`src/rtl/mhf_pkg.sv`:
```
package mhf_pkg;
  localparam logic [31:0] CRC_POLY_REFL = 32'hEDB88320;

  // one address byte, LSB first, reflected form
  function automatic logic [31:0] crc_step_byte(input logic [31:0] c_in, input logic [7:0] d);
    logic [31:0] c;
    logic        fb;
    c = c_in;
    for (int i = 0; i < 8; i++) begin
      fb = c[0] ^ d[i];
      c  = {1'b0, c[31:1]} ^ (fb ? CRC_POLY_REFL : 32'h0);
    end
    return c;
  endfunction

  function automatic logic [31:0] rev32(input logic [31:0] v);
    logic [31:0] r;
    for (int i = 0; i < 32; i++) r[i] = v[31-i];
    return r;
  endfunction
endpackage

```
`src/rtl/mhf_crc_engine.sv`:
```
module mhf_crc_engine
  import mhf_pkg::*;
#(
  parameter int ADDR_BYTES = 6
) (
  input  logic                    clk_i,
  input  logic                    rst_ni,
  input  logic                    start_i,
  input  logic [8*ADDR_BYTES-1:0] addr_i,
  output logic                    accept_o,
  output logic                    busy_o,
  output logic                    done_o,
  output logic [31:0]             hash_o
);
  localparam int ADDR_W = 8 * ADDR_BYTES;
  localparam int CNT_W  = (ADDR_BYTES > 1) ? $clog2(ADDR_BYTES) : 1;
  localparam logic [CNT_W-1:0] LAST = CNT_W'(ADDR_BYTES - 1);

  logic [ADDR_W-1:0] addr_q;
  logic [31:0]       crc_q;
  logic [CNT_W-1:0]  cnt_q;
  logic              busy_q, done_q;

  assign accept_o = start_i && !busy_q;

  always_ff @(posedge clk_i or negedge rst_ni) begin
    if (!rst_ni) begin
      addr_q <= '0;
      crc_q  <= '1;
      cnt_q  <= '0;
      busy_q <= 1'b0;
      done_q <= 1'b0;
    end else begin
      done_q <= 1'b0;
      if (accept_o) begin
        addr_q <= addr_i;
        crc_q  <= '1;
        cnt_q  <= '0;
        busy_q <= 1'b1;
      end else if (busy_q) begin
        crc_q  <= crc_step_byte(crc_q, addr_q[ADDR_W-1 -: 8]);
        addr_q <= addr_q << 8;
        cnt_q  <= cnt_q + 1'b1;
        if (cnt_q == LAST) begin
          busy_q <= 1'b0;
          done_q <= 1'b1;
        end
      end
    end
  end

  assign busy_o = busy_q;
  assign done_o = done_q;
  assign hash_o = rev32(~crc_q);
endmodule

```
`src/rtl/mhf_index.sv`:
```
module mhf_index #(
  parameter int TABLE_WORDS = 2,
  parameter int WORD_W      = 32
) (
  input  logic [$clog2(TABLE_WORDS*WORD_W)-1:0] idx_i,
  output logic [$clog2(TABLE_WORDS)-1:0]        word_o,
  output logic [$clog2(WORD_W)-1:0]             bit_o
);
  localparam int IDX_W  = $clog2(TABLE_WORDS * WORD_W);
  localparam int WSEL_W = $clog2(TABLE_WORDS);
  localparam int BIT_W  = $clog2(WORD_W);

  assign word_o = idx_i[IDX_W-1 -: WSEL_W];
  assign bit_o  = idx_i[BIT_W-1:0];
endmodule

```
`src/rtl/mhf_table.sv`:
```
module mhf_table #(
  parameter int TABLE_WORDS = 2,
  parameter int WORD_W      = 32
) (
  input  logic                                   clk_i,
  input  logic                                   rst_ni,
  input  logic                                   clr_i,
  input  logic                                   wr_en_i,
  input  logic [$clog2(TABLE_WORDS)-1:0]         wr_sel_i,
  input  logic [WORD_W-1:0]                      wr_data_i,
  input  logic                                   ins_en_i,
  input  logic [$clog2(TABLE_WORDS)-1:0]         ins_word_i,
  input  logic [$clog2(WORD_W)-1:0]              ins_bit_i,
  output logic [TABLE_WORDS-1:0][WORD_W-1:0]     table_o
);
  logic [WORD_W-1:0] ins_mask;
  assign ins_mask = {{(WORD_W-1){1'b0}}, 1'b1} << ins_bit_i;

  for (genvar w = 0; w < TABLE_WORDS; w++) begin : g_word
    logic [WORD_W-1:0] word_q, base;
    logic              wr_hit, ins_hit;
    assign wr_hit  = wr_en_i  && (wr_sel_i   == w);
    assign ins_hit = ins_en_i && (ins_word_i == w);
    assign base    = wr_hit ? wr_data_i : word_q;

    always_ff @(posedge clk_i or negedge rst_ni) begin
      if (!rst_ni)      word_q <= '0;
      else if (clr_i)   word_q <= '0;
      else              word_q <= base | (ins_hit ? ins_mask : '0);
    end
    assign table_o[w] = word_q;
  end
endmodule

```
`src/rtl/mhf_filter.sv`:
```
module mhf_filter
  import mhf_pkg::*;
#(
  parameter int ADDR_BYTES  = 6,
  parameter int TABLE_WORDS = 2,
  parameter int WORD_W      = 32
) (
  input  logic                            clk_i,
  input  logic                            rst_ni,
  input  logic                            start_i,
  input  logic                            insert_i,
  input  logic [8*ADDR_BYTES-1:0]         addr_i,
  output logic                            busy_o,
  output logic                            done_o,
  output logic                            hit_o,
  output logic [31:0]                     hash_o,
  input  logic [$clog2(TABLE_WORDS)-1:0]  reg_sel_i,
  input  logic                            reg_we_i,
  input  logic [WORD_W-1:0]               reg_wdata_i,
  input  logic                            clear_i,
  output logic [WORD_W-1:0]               reg_rdata_o
);
  localparam int IDX_W  = $clog2(TABLE_WORDS * WORD_W);
  localparam int WSEL_W = $clog2(TABLE_WORDS);
  localparam int BIT_W  = $clog2(WORD_W);

  logic                                accept;
  logic                                op_ins_q;
  logic [IDX_W-1:0]                    hash_idx;
  logic [WSEL_W-1:0]                   sel_word;
  logic [BIT_W-1:0]                    sel_bit;
  logic [TABLE_WORDS-1:0][WORD_W-1:0]  table_w;

  mhf_crc_engine #(.ADDR_BYTES(ADDR_BYTES)) u_crc (
    .clk_i    (clk_i),
    .rst_ni   (rst_ni),
    .start_i  (start_i),
    .addr_i   (addr_i),
    .accept_o (accept),
    .busy_o   (busy_o),
    .done_o   (done_o),
    .hash_o   (hash_o)
  );

  always_ff @(posedge clk_i or negedge rst_ni) begin
    if (!rst_ni)     op_ins_q <= 1'b0;
    else if (accept) op_ins_q <= insert_i;
  end

  assign hash_idx = hash_o[31 -: IDX_W];

  mhf_index #(.TABLE_WORDS(TABLE_WORDS), .WORD_W(WORD_W)) u_idx (
    .idx_i  (hash_idx),
    .word_o (sel_word),
    .bit_o  (sel_bit)
  );

  mhf_table #(.TABLE_WORDS(TABLE_WORDS), .WORD_W(WORD_W)) u_tab (
    .clk_i      (clk_i),
    .rst_ni     (rst_ni),
    .clr_i      (clear_i),
    .wr_en_i    (reg_we_i),
    .wr_sel_i   (reg_sel_i),
    .wr_data_i  (reg_wdata_i),
    .ins_en_i   (done_o && op_ins_q),
    .ins_word_i (sel_word),
    .ins_bit_i  (sel_bit),
    .table_o    (table_w)
  );

  assign hit_o       = done_o && !op_ins_q && table_w[sel_word][sel_bit];
  assign reg_rdata_o = table_w[reg_sel_i];
endmodule

```
`config.mk`:
```
export PLATFORM = sky130hd
export DESIGN_NAME = mhf_filter
export DESIGN_NICKNAME = d
export VERILOG_FILES = /design/src/rtl/mhf_pkg.sv /design/src/rtl/mhf_crc_engine.sv /design/src/rtl/mhf_index.sv /design/src/rtl/mhf_table.sv /design/src/rtl/mhf_filter.sv
export SDC_FILE = /design/constraint.sdc
export NUM_CORES = 1
export LEC_CHECK = 0
export BUFFER_PORTS_ARGS = -buffer_cell sky130_fd_sc_hd__clkbuf_2
export CORE_MARGIN = 2
export CORE_UTILIZATION = 61
export DETAILED_ROUTE_END_ITERATION = 8
export PLACE_DENSITY = 0.9
export SLEW_MARGIN = 5
export SYNTH_ARGS = -nofsm -noshare
export SYNTH_HDL_FRONTEND = slang
export SYNTH_HIERARCHICAL = 1
export SYNTH_SLANG_ARGS = --single-unit
```
`constraint.sdc`:
```
create_clock -name clk_i -period 4.96 [get_ports clk_i]
set_input_delay 0.248 -clock clk_i [delete_from_list [all_inputs] [get_ports clk_i]]
set_output_delay 0.248 -clock clk_i [all_outputs]
set_load 0.03 [all_outputs]
```
==> impl_metrics.ini, run 1 <==
[status]
outcome = complete, no violations

[clock_network]
path_clk_slew_ns = 0.06
clock_tree.root_cell = clkbuf_16
postCtsSetupBuffers = 0
cts_resized = 0
htreeDepth = 4
cts.sinks = 150
cts_made_buffers = 17
clock_latency_ns = 0.43
cts_tree = done
clk_path_buf_depth = 2

[critical_path]
path_depth = 6
timing.rr.end = u_tab/g_word[0].word_q[22]
worst-path-buf-inv = 2
worst_path_max_delay_cell = inv_1
worstSetupEndpointType = primary output
start_kind = flop
rrSetupSlack_ns = 2.53
critPathTopFamily = buffers and inverters
critPathMaxStageDelay_ns = 0.79
cp_data_required_time_ns = 4.71
critPathLaunch = u_crc/crc_q[5]
cp.arrival_ns = 3.12
crit_path_max_fanout = 28
timing.rr.start = u_crc/crc_q[5]
crit_chain = inv_1, mux4_1, mux2_2, a211oi_2, o22ai_1, clkbuf_2
r2r_cells = 4
endpoint = hit_o
crit_type = reg -> out

[routing]
drt-wirelength-per-cell_um = 20.9
vias_per_cell = 6.30
routed_wl_mm = 24.7
drt_iter0_markers = 1034
drtPass1Iterations = 7
detail-route-antenna-nets = 0
vias = 7424
route.detailed.drc = 0

[synth]
avgSynthCellArea_um2 = 10.1
synth_common_cells = 233 x nand2_1, 118 x dfrtp_1, 64 x a31oi_1
synth_top_area_cell = dfrtp_1
synth.distinct_cells = 50
netlist_instances = 878
synth_area_mm2 = 0.00883
synth_nets = 967
yosysWarningCount = 6
ys_ff_latch = 150
synth_ff_type = dfrtp_1
ys_seq_area_share_pct = 43.0
synth_top_area_share_pct = 33.4
synth_edf_count = 0
synthArstFlopShare_pct = 100
yosysMostFrequentCell = nand2_1
synthTopCellsByArea = dfrtp_1 33%, nand2_1 9.9%, dfstp_2 9.5%

[timing]
period_share_pct = 67.9
fmax_mhz = 297
maxSlewViolCount = 0
setup_viol = 0
worstMarginPinSlew_ns = 1.23
hold_viol = 0
fin_skew_ns = 0.0128
grt_setup_unrepaired = no
fin_ws_ns = 1.59
timing.setup.tns_ns = 0
finalCriticalPeriod_ns = 3.37
slew-limit-headroom_pct = 18.1

[pwr]
p_leak_nw = 4.81
pwr_density_cell_mw_per_mm2 = 789
peakVddDrop_uv = 495

[die]
die_w_um = 124
die-area_mm2 = 0.0155
dieHeight_um = 124
std_cell_rows = 43
core_mm2 = 0.0140
initial_core_util_pct = 63.1
pin_count = 154

[global_routing]
grt_pass1_wl_mm = 38.3
grtUsageTotal_pct = 31.5
grt_max_degree = 102
antenna_found_initial = 0
first_global_vias = 7337
grt.overflow.total = 0

[placement]
gp_congestion = 0.918
dp_hpwl_mm = 15.8
port_buffers = 153
place_ws_ns = 2.08

[hold_path]
worstHoldStart = insert_i
hold_path.class = in -> reg

[finish]
area_growth_pct = 15.2
nets = 1075
n_antenna_cell = 0
drive_above_1_share_pct = 29.9
n_fill_cell = 922

[flow_run]
drv_cap = 0
[sequential cells by signal, summed over array words and instances (netlist names)]
signal / count
op_ins_q: 1
u_crc/addr_q: 48
u_crc/busy_o: 1
u_crc/cnt_q: 3
u_crc/crc_q: 32
u_crc/done_o: 1
u_tab/g_word.word_q: 64
[worst register-to-register path, cell delays in order, from the launching register on]
cell and delay [ns]:
dfstp_2 0.60, inv_1 0.47, nor3b_2 0.95, nand2_1 0.13
a31oi_1 0.18
[routing by layer]
layer / global-route usage, % / vias up / part of all wire (%)
li1: - / 3248 / -
met1: 38.1 / 3561 / 36
met2: 50.5 / 500 / 49
met3: 9.79 / 115 / 10
met4: 17.0 / 0 / 4.9
met5: 0 / - / 0
[where the power goes]
group | switching (mW) | total, mW | leakage [nW] | internal (mW)
clock network | 0.518 | 1.32 | 0.281 | 0.801
logic | 2.34 | 4.62 | 2.61 | 2.28
registers | 0.348 | 2.09 | 1.92 | 1.75
[how the worst min path moves through the flow]
stage	endpoint	slack [ns]	cells after the start
CTS	op_ins_q	0.05	2
detailed placement	u_crc/addr_q[0]	0.41	1
floorplan	op_ins_q	-0.05	0
global placement	u_crc/addr_q[0]	0.41	1
finish	op_ins_q	0.07	2
global route	op_ins_q	0.06	2
[what timing repair did]
| action | in CTS | in global routing |
|---|---|---|
| hold buffers | 1 | 0 |
| endpoints found under the hold margin | 70 | 0 |
| endpoints found under the setup margin | 0 | 0 |
[final cells by class]
class	instances	area, um2	share of cell area [%]
clock inverter	13	156	1.54
clock buffer	19	443	4.35
sequential	150	3800	37.3
inverter	33	124	1.22
multi-input combinational	621	4580	45.0
tap	180	225	2.21
timing repair buffer	163	852	8.37
[cells in the final DEF, fill, tap and decap left out, drive strengths merged, types with 16 or more instances in the layout]
| master | Yosys | final |
|---|---|---|
| dfrtp | 118 | 118 |
| inv | 33 | 33 |
| nor3 | 26 | 26 |
| a31oi | 64 | 64 |
| dfstp | 32 | 32 |
| mux4 | 16 | 16 |
| xnor2 | 38 | 38 |
| mux2 | 36 | 36 |
| mux2i | 54 | 54 |
| clkbuf | 39 | 170 |
| nand2 | 233 | 233 |
| a21oi | 25 | 25 |
| o21ai | 41 | 41 |
| xnor3 | 16 | 16 |
[per-stage QoR]
step | util (%) | cell area (um2) | total power, mW | hold WS [ns] | cells
2_1_floorplan | - | 8830 | 5.73 | -0.0476 | 878
4_1_cts | 72.7 | 10200 | 7.98 | 0.0508 | 1179
5_1_grt | 72.7 | 10200 | 8.44 | 0.0630 | 1179
3_5_place_dp | 68.4 | 9570 | 6.60 | 0.409 | 1146
3_3_place_gp | 68.4 | 9570 | 6.41 | 0.408 | 1146
6_report | 72.7 | 10200 | 8.03 | 0.0712 | 1179
[logic make-up (layout without fill, tap and decap cells)]
kind of cell | Yosys count | in the layout | synth area share [%]
simple gates | 311 | 311 | 16.2
flops | 150 | 150 | 43.0
compound gates | 141 | 141 | 9.28
xor+xnor | 61 | 61 | 11.0
mux | 106 | 106 | 15.0
fa+ha+maj | 2 | 2 | 0.283
buf+inv | 107 | 228 | 5.24
(Power assumes the default switching activity.)
==> run 2, diff against run 1 <==
Settings changed: ABC_AREA set to 1, CORE_UTILIZATION 61 to 52, PLACE_DENSITY 0.9 to 0.81.
Clock period 4.96 ns to 3.1 ns, I/O delays scaled along.
==> run 2 against run 1 <==
Compared with the run above:
- synthesized cell count up 42%
- sequential power up 48%
- sequential cell count unchanged
- clock-buffer cell count is 2 higher
- critical path type unchanged
==> impl_metrics.ini, run 2 <==
[synth]
synth_common_cells = 318 x nand2_1, 169 x inv_1, 118 x dfrtp_1
synth_top_area_cell = dfrtp_1
avgSynthCellArea_um2 = 7.51
netlist_instances = 1250
synth_top_area_share_pct = 31.5
ys_seq_area_share_pct = 40.4
synth.distinct_cells = 41
yosysWarningCount = 6
ys_ff_latch = 150
synth_nets = 1339
synth_edf_count = 0
synth_ff_type = dfrtp_1
synthArstFlopShare_pct = 100
synthTopCellsByArea = dfrtp_1 31%, nand2_1 13%, dfstp_2 9.0%
synth_area_mm2 = 0.00938
yosysMostFrequentCell = nand2_1

[finish]
reg_top3 = u_tab/g_word.word_q (64), u_crc/addr_q (48), u_crc/crc_q (32)
nets = 1499
mostFrequentLayoutCells = 318 x nand2_1, 169 x inv_1, 152 x clkbuf_2, 118 x dfrtp_1, 91 x o21ai_0
largest_register = u_tab/g_word.word_q
fin_area_mm2 = 0.0112
largest_reg_flops = 64
area_growth_pct = 19.5
final_common_cell = nand2_1
drive_above_1_share_pct = 22.1
layout.cells.non_filler = 1653

[critical_path]
cp_data_required_time_ns = 2.94
crit_chain = inv_2, inv_4, nand2_1, nand3_2, nand3_1, nand2_1, nand2_1, nand3_2, nand3_2, a21oi_2, clkbuf_2
cp.arrival_ns = 2.66
crit_path_max_fanout = 40
start_kind = flop
worst_path_max_delay_cell = dfstp_2
worstSetupEndpointType = primary output
worst-path-buf-inv = 3
critPathMaxStageDelay_ns = 0.56
critPathTopFamily = buffers and inverters
crit_type = reg -> out

[timing]
maxSlewViolCount = 0
hold_slack_ns = 0.0410
finalCriticalPeriod_ns = 2.81
period_share_pct = 90.8
setup_viol = 0
hold_viol = 0
fmax_mhz = 355
grt_setup_unrepaired = no
fin_skew_ns = 0.0114
worstMarginPinSlew_ns = 1.10
slew-limit-headroom_pct = 26.1
timing.setup.tns_ns = 0

[pwr]
p_leak_nw = 5.60
pwr_density_cell_mw_per_mm2 = 1090
peakVddDrop_uv = 1080

[die]
pin_count = 154
die-area_mm2 = 0.0191
std_cell_rows = 49
dieHeight_um = 138
die_w_um = 138
initial_core_util_pct = 52.6
core_mm2 = 0.0178

[global_routing]
grt_pass1_wl_mm = 46.2
antenna_found_initial = 1
first_global_vias = 8963
grtUsageTotal_pct = 29.9
grt_max_degree = 65
grt.overflow.total = 0

[clock_network]
cts.sinks = 150
cts_tree = done
clock_latency_ns = 0.43
postCtsHoldBufs = 48
clk_path_buf_depth = 2
clock_tree.root_cell = clkbuf_16
cts_made_buffers = 17
path_clk_slew_ns = 0.06
cts_resized = 0
htreeDepth = 4
postCtsSetupBuffers = 0

[placement]
dp.cells = 1572
gp_congestion = 0.947
port_buffers = 153
dpl_cell_area_mm2 = 0.0101
dp_hpwl_mm = 18.7

[routing]
routed_wl_mm = 28.9
route.detailed.drc = 0
drtPass1Iterations = 5
vias = 9401
met3RoutedLength_mm = 2.47
top_layer_used = met4
drt-wirelength-per-cell_um = 17.5
detail-route-antenna-nets = 0
drt_iter0_markers = 1030
vias_per_cell = 5.69
wl_met2_mm = 14.4
wl_met1_mm = 11.1

[hold_path]
hold_path.class = in -> reg

[status]
outcome = complete, no violations

[flow_run]
drv_cap = 0
==> run 2: cell count changes after synthesis, sizes merged, moves of 25 or more <==
cell    previous run  this run
xnor2             38         6
inv               33       186
o21ai             41        95
nand4              1        40
a21oi             25        59
nand2            233       343
mux2i             54         0
nor2              12        86
nor3              26         1
a31oi             64         1
o221ai             0        27
nand3              2       101
==> run 2: cell families after synthesis <==
logic type | Yosys count | synth area share (%)
adders and majority gates | 2 | 0.267
and+or+nand+nor | 572 | 28.2
muxes | 30 | 3.60
DFF | 150 | 40.4
xor gates and xnor gates | 26 | 2.51
buffers and inverters | 261 | 12.2
AOI/OAI and AO/OA | 209 | 12.9
==> run 2: stage by stage <==
| stage | util, % | total power [mW] | setup WS [ns] |
|---|---|---|---|
| 2_1_floorplan | - | 8.48 | 1.06 |
| 6_report | 62.9 | 12.3 | 0.285 |
| 3_3_place_gp | 56.8 | 9.67 | 0.838 |
| 5_1_grt | 62.9 | 13.1 | 0.132 |
| 4_1_cts | 62.9 | 12.1 | 0.307 |
| 3_5_place_dp | 56.8 | 9.89 | 0.800 |
==> run 2: worst paths after layout <==
path / from / endpoint / slack, ns / cells past startpoint
worst max register to register: u_crc/busy_o / u_crc/addr_q[47] / 0.83 / 5
worst max-delay path: u_crc/crc_q[0] / hit_o / 0.29 / 11
worst min-delay path: addr_i[24] / u_crc/addr_q[24] / 0.04 / 3
min in group asynchronous: rst_ni / u_crc/addr_q[36] / 0.28 / 2
worst min register to register: u_crc/addr_q[15] / u_crc/addr_q[23] / 0.49 / 2
max in group asynchronous: rst_ni / u_tab/g_word[1].word_q[30] / 1.93 / 3
==> run 2: tightest hold or removal path: cells and delay by family <==
| family | cells | cell delay (ns) |
|---|---|---|
| AND/OR/NAND/NOR | 1 | 0.07 |
| AO/OA/AOI/OAI | 1 | 0.08 |
| buffers and inverters | 1 | 0.12 |
==> run 2: power by group <==
| group | internal [mW] | switching (mW) |
|---|---|---|
| Combinational | 2.17 | 4.89 |
| Clock | 1.29 | 0.835 |
| Sequential | 2.72 | 0.367 |
| Total | 6.18 | 6.09 |
==> run 2: layer usage <==
metal  vias to the layer above  global-route usage (%)
met1                      4418                    38.7
met5                         -                       0
li1                       4365                       -
met3                        72                    4.64
met4                         0                    12.2
met2                       546                    50.4
==> run 2: area by class of cell <==
class	instances	area [um2]
Clock buffer	21	450
Sequential cell	150	3790
Timing Repair Buffer	215	1370
Clock inverter	11	151
Inverter	187	707
Multi-Input combinational cell	839	4450
Fill cell	1485	6630
Antenna cell	1	2.50
Tap cell	229	287
==> run 3, diff against run 2 <==
Settings changed: CELL_PAD_IN_SITES_DETAIL_PLACEMENT set to 0, CELL_PAD_IN_SITES_GLOBAL_PLACEMENT set to 1, CORE_UTILIZATION 52 to 38, PLACE_DENSITY 0.81 to 0.82.
==> run 3 against run 2 <==
Compared with the run above:
- via count shrank 5.2%
- critical endpoint unchanged
- clock power rose by 5%
- clock-buffer cell count down 4
- critical path depth stayed put
- clock skew grew 0.0030 ns
- global-route usage decreased by 7.4 points
- design area is 1.4% higher
- core utilization shrank 16 points
- sequential cell count unchanged
- final cell count rose by 5.8%
- combinational power hardly changed
==> impl_metrics.ini, run 3 (synthesis results as in run 2) <==
[clock_network]
htreeDepth = 4
clk_path_buf_depth = 2
cts_made_buffers = 17
cts.sinks = 150
cts_resized = 0
cts_tree = done
clock_latency_ns = 0.43
clock_tree.root_cell = clkbuf_16
path_clk_slew_ns = 0.07

[pwr]
pwr_density_cell_mw_per_mm2 = 1090
p_leak_nw = 5.62
p_total_mw = 12.4
peakVddDrop_uv = 652

[finish]
mostFrequentLayoutCells = 318 x nand2_1, 169 x inv_1, 152 x clkbuf_2, 118 x dfrtp_1, 91 x o21ai_0
n_antenna_cell = 0
reg_top3 = u_tab/g_word.word_q (64), u_crc/addr_q (48), u_crc/crc_q (32)
drive_above_1_share_pct = 22.5
largest_register = u_tab/g_word.word_q
layout.cells.non_filler = 1749
largest_reg_flops = 64
fin_area_mm2 = 0.0114
n_fill_cell = 2462
nets = 1501
area_growth_pct = 21.2
final_common_cell = nand2_1

[timing]
period_share_pct = 87.9
fmax_mhz = 367
grt_setup_unrepaired = no
setup_viol = 0
finalCriticalPeriod_ns = 2.72
slew-limit-headroom_pct = 20.5
hold_slack_ns = 0.0384
hold_viol = 0
fin_skew_ns = 0.0144
worstMarginPinSlew_ns = 1.19
maxSlewViolCount = 0
timing.setup.tns_ns = 0

[placement]
dp.cells = 1668
gp_congestion = 0.849
dp_hpwl_mm = 19.5
port_buffers = 153
dpl_cell_area_mm2 = 0.0103

[critical_path]
cp.arrival_ns = 2.57
cp_common_cell = nand2_1
cp_data_required_time_ns = 2.94
start_kind = flop
crit_chain = inv_2, inv_4, nand2_1, nand3_1, nand3_1, nand2_1, nand2_1, nand3_2, nand3_2, a21oi_2, clkbuf_2
crit_type = reg -> out
worstSetupEndpointType = primary output
worst_path_max_delay_cell = dfstp_2
critPathTopFamily = buffers and inverters
worst-path-buf-inv = 3
critPathMaxStageDelay_ns = 0.56
crit_path_max_fanout = 30

[die]
std_cell_rows = 57
dieHeight_um = 161
die_w_um = 161
core_mm2 = 0.0242
initial_core_util_pct = 38.7
pin_count = 154
die-area_mm2 = 0.0260

[global_routing]
grt.overflow.total = 0
first_global_vias = 8695
grtUsageTotal_pct = 22.5
antenna_found_initial = 1
grt_pass1_wl_mm = 46.5
grt_max_degree = 65

[routing]
vias_per_cell = 5.09
drt_iter0_markers = 566
drt-wirelength-per-cell_um = 16.6
detail-route-antenna-nets = 0
routed_wl_mm = 29.0
drtPass1Iterations = 5
vias = 8910
route.detailed.drc = 0

[hold_path]
hold_path.class = in -> reg

[status]
outcome = complete, no violations

[flow_run]
drv_cap = 0
==> run 3: worst paths after layout <==
check                            startpoint                         end  slack [ns]  cells past startpoint
setup / recovery             u_crc/crc_q[0]                       hit_o        0.38                     11
hold / removal                   addr_i[32]            u_crc/addr_q[32]        0.04                      3
setup reg to reg               u_crc/busy_o            u_crc/addr_q[47]        0.84                      3
hold reg to reg            u_crc/addr_q[27]            u_crc/addr_q[35]        0.49                      2
max in group asynchronous            rst_ni  u_tab/g_word[1].word_q[18]        1.94                      3
min in group asynchronous            rst_ni            u_crc/addr_q[46]        0.27                      2
==> run 3: per-stage QoR <==
step                setup slack [ns]  util, %
detailed placement             0.824     42.3
global placement               0.827     42.3
floorplan                       1.06        -
finish                         0.375     46.9
CTS                            0.356     46.9
global route                   0.158     46.9
==> run 3: layout make-up <==
cell class / instances / area (um2) / share of cell area [%]
Clock inverter: 15 / 195 / 1.72
Inverter: 187 / 707 / 6.22
Timing Repair Buffer: 217 / 1390 / 12.2
Tap cell: 324 / 405 / 3.57
Sequential cell: 150 / 3790 / 33.4
Clock buffer: 17 / 425 / 3.74
Multi-Input combinational cell: 839 / 4460 / 39.2
==> run 3: timing repair <==
action | 4_1_cts | 5_1_grt
buffers inserted | 0 | 0
hold buffers | 49 | 0
hold endpoints to repair | 91 | 0
==> run 3: routing by layer <==
metal  up-vias  track usage (%)  routed length (um)  part of all wire, %
li1       4359                -                   -                    -
met1      4203             30.7               13200                   46
met2       301             36.8               13600                   47
met3        45             4.21                1720                  5.9
met4         2             6.49                 524                  1.8
met5         -                0                  13                0.045
==> run 3: tightest hold or removal path: cells and delay by family <==
kind	cells	cell delay, ns
and+or+nand+nor	1	0.06
AOI/OAI and AO/OA	1	0.08
buffers and inverters	1	0.11
==> run 3: report_power, final <==
part           total, mW  internal (mW)  switching (mW)
registers           3.07           2.72           0.350
logic               7.08           2.18            4.90
clock network       2.22           1.29           0.930
total               12.4           6.19            6.18
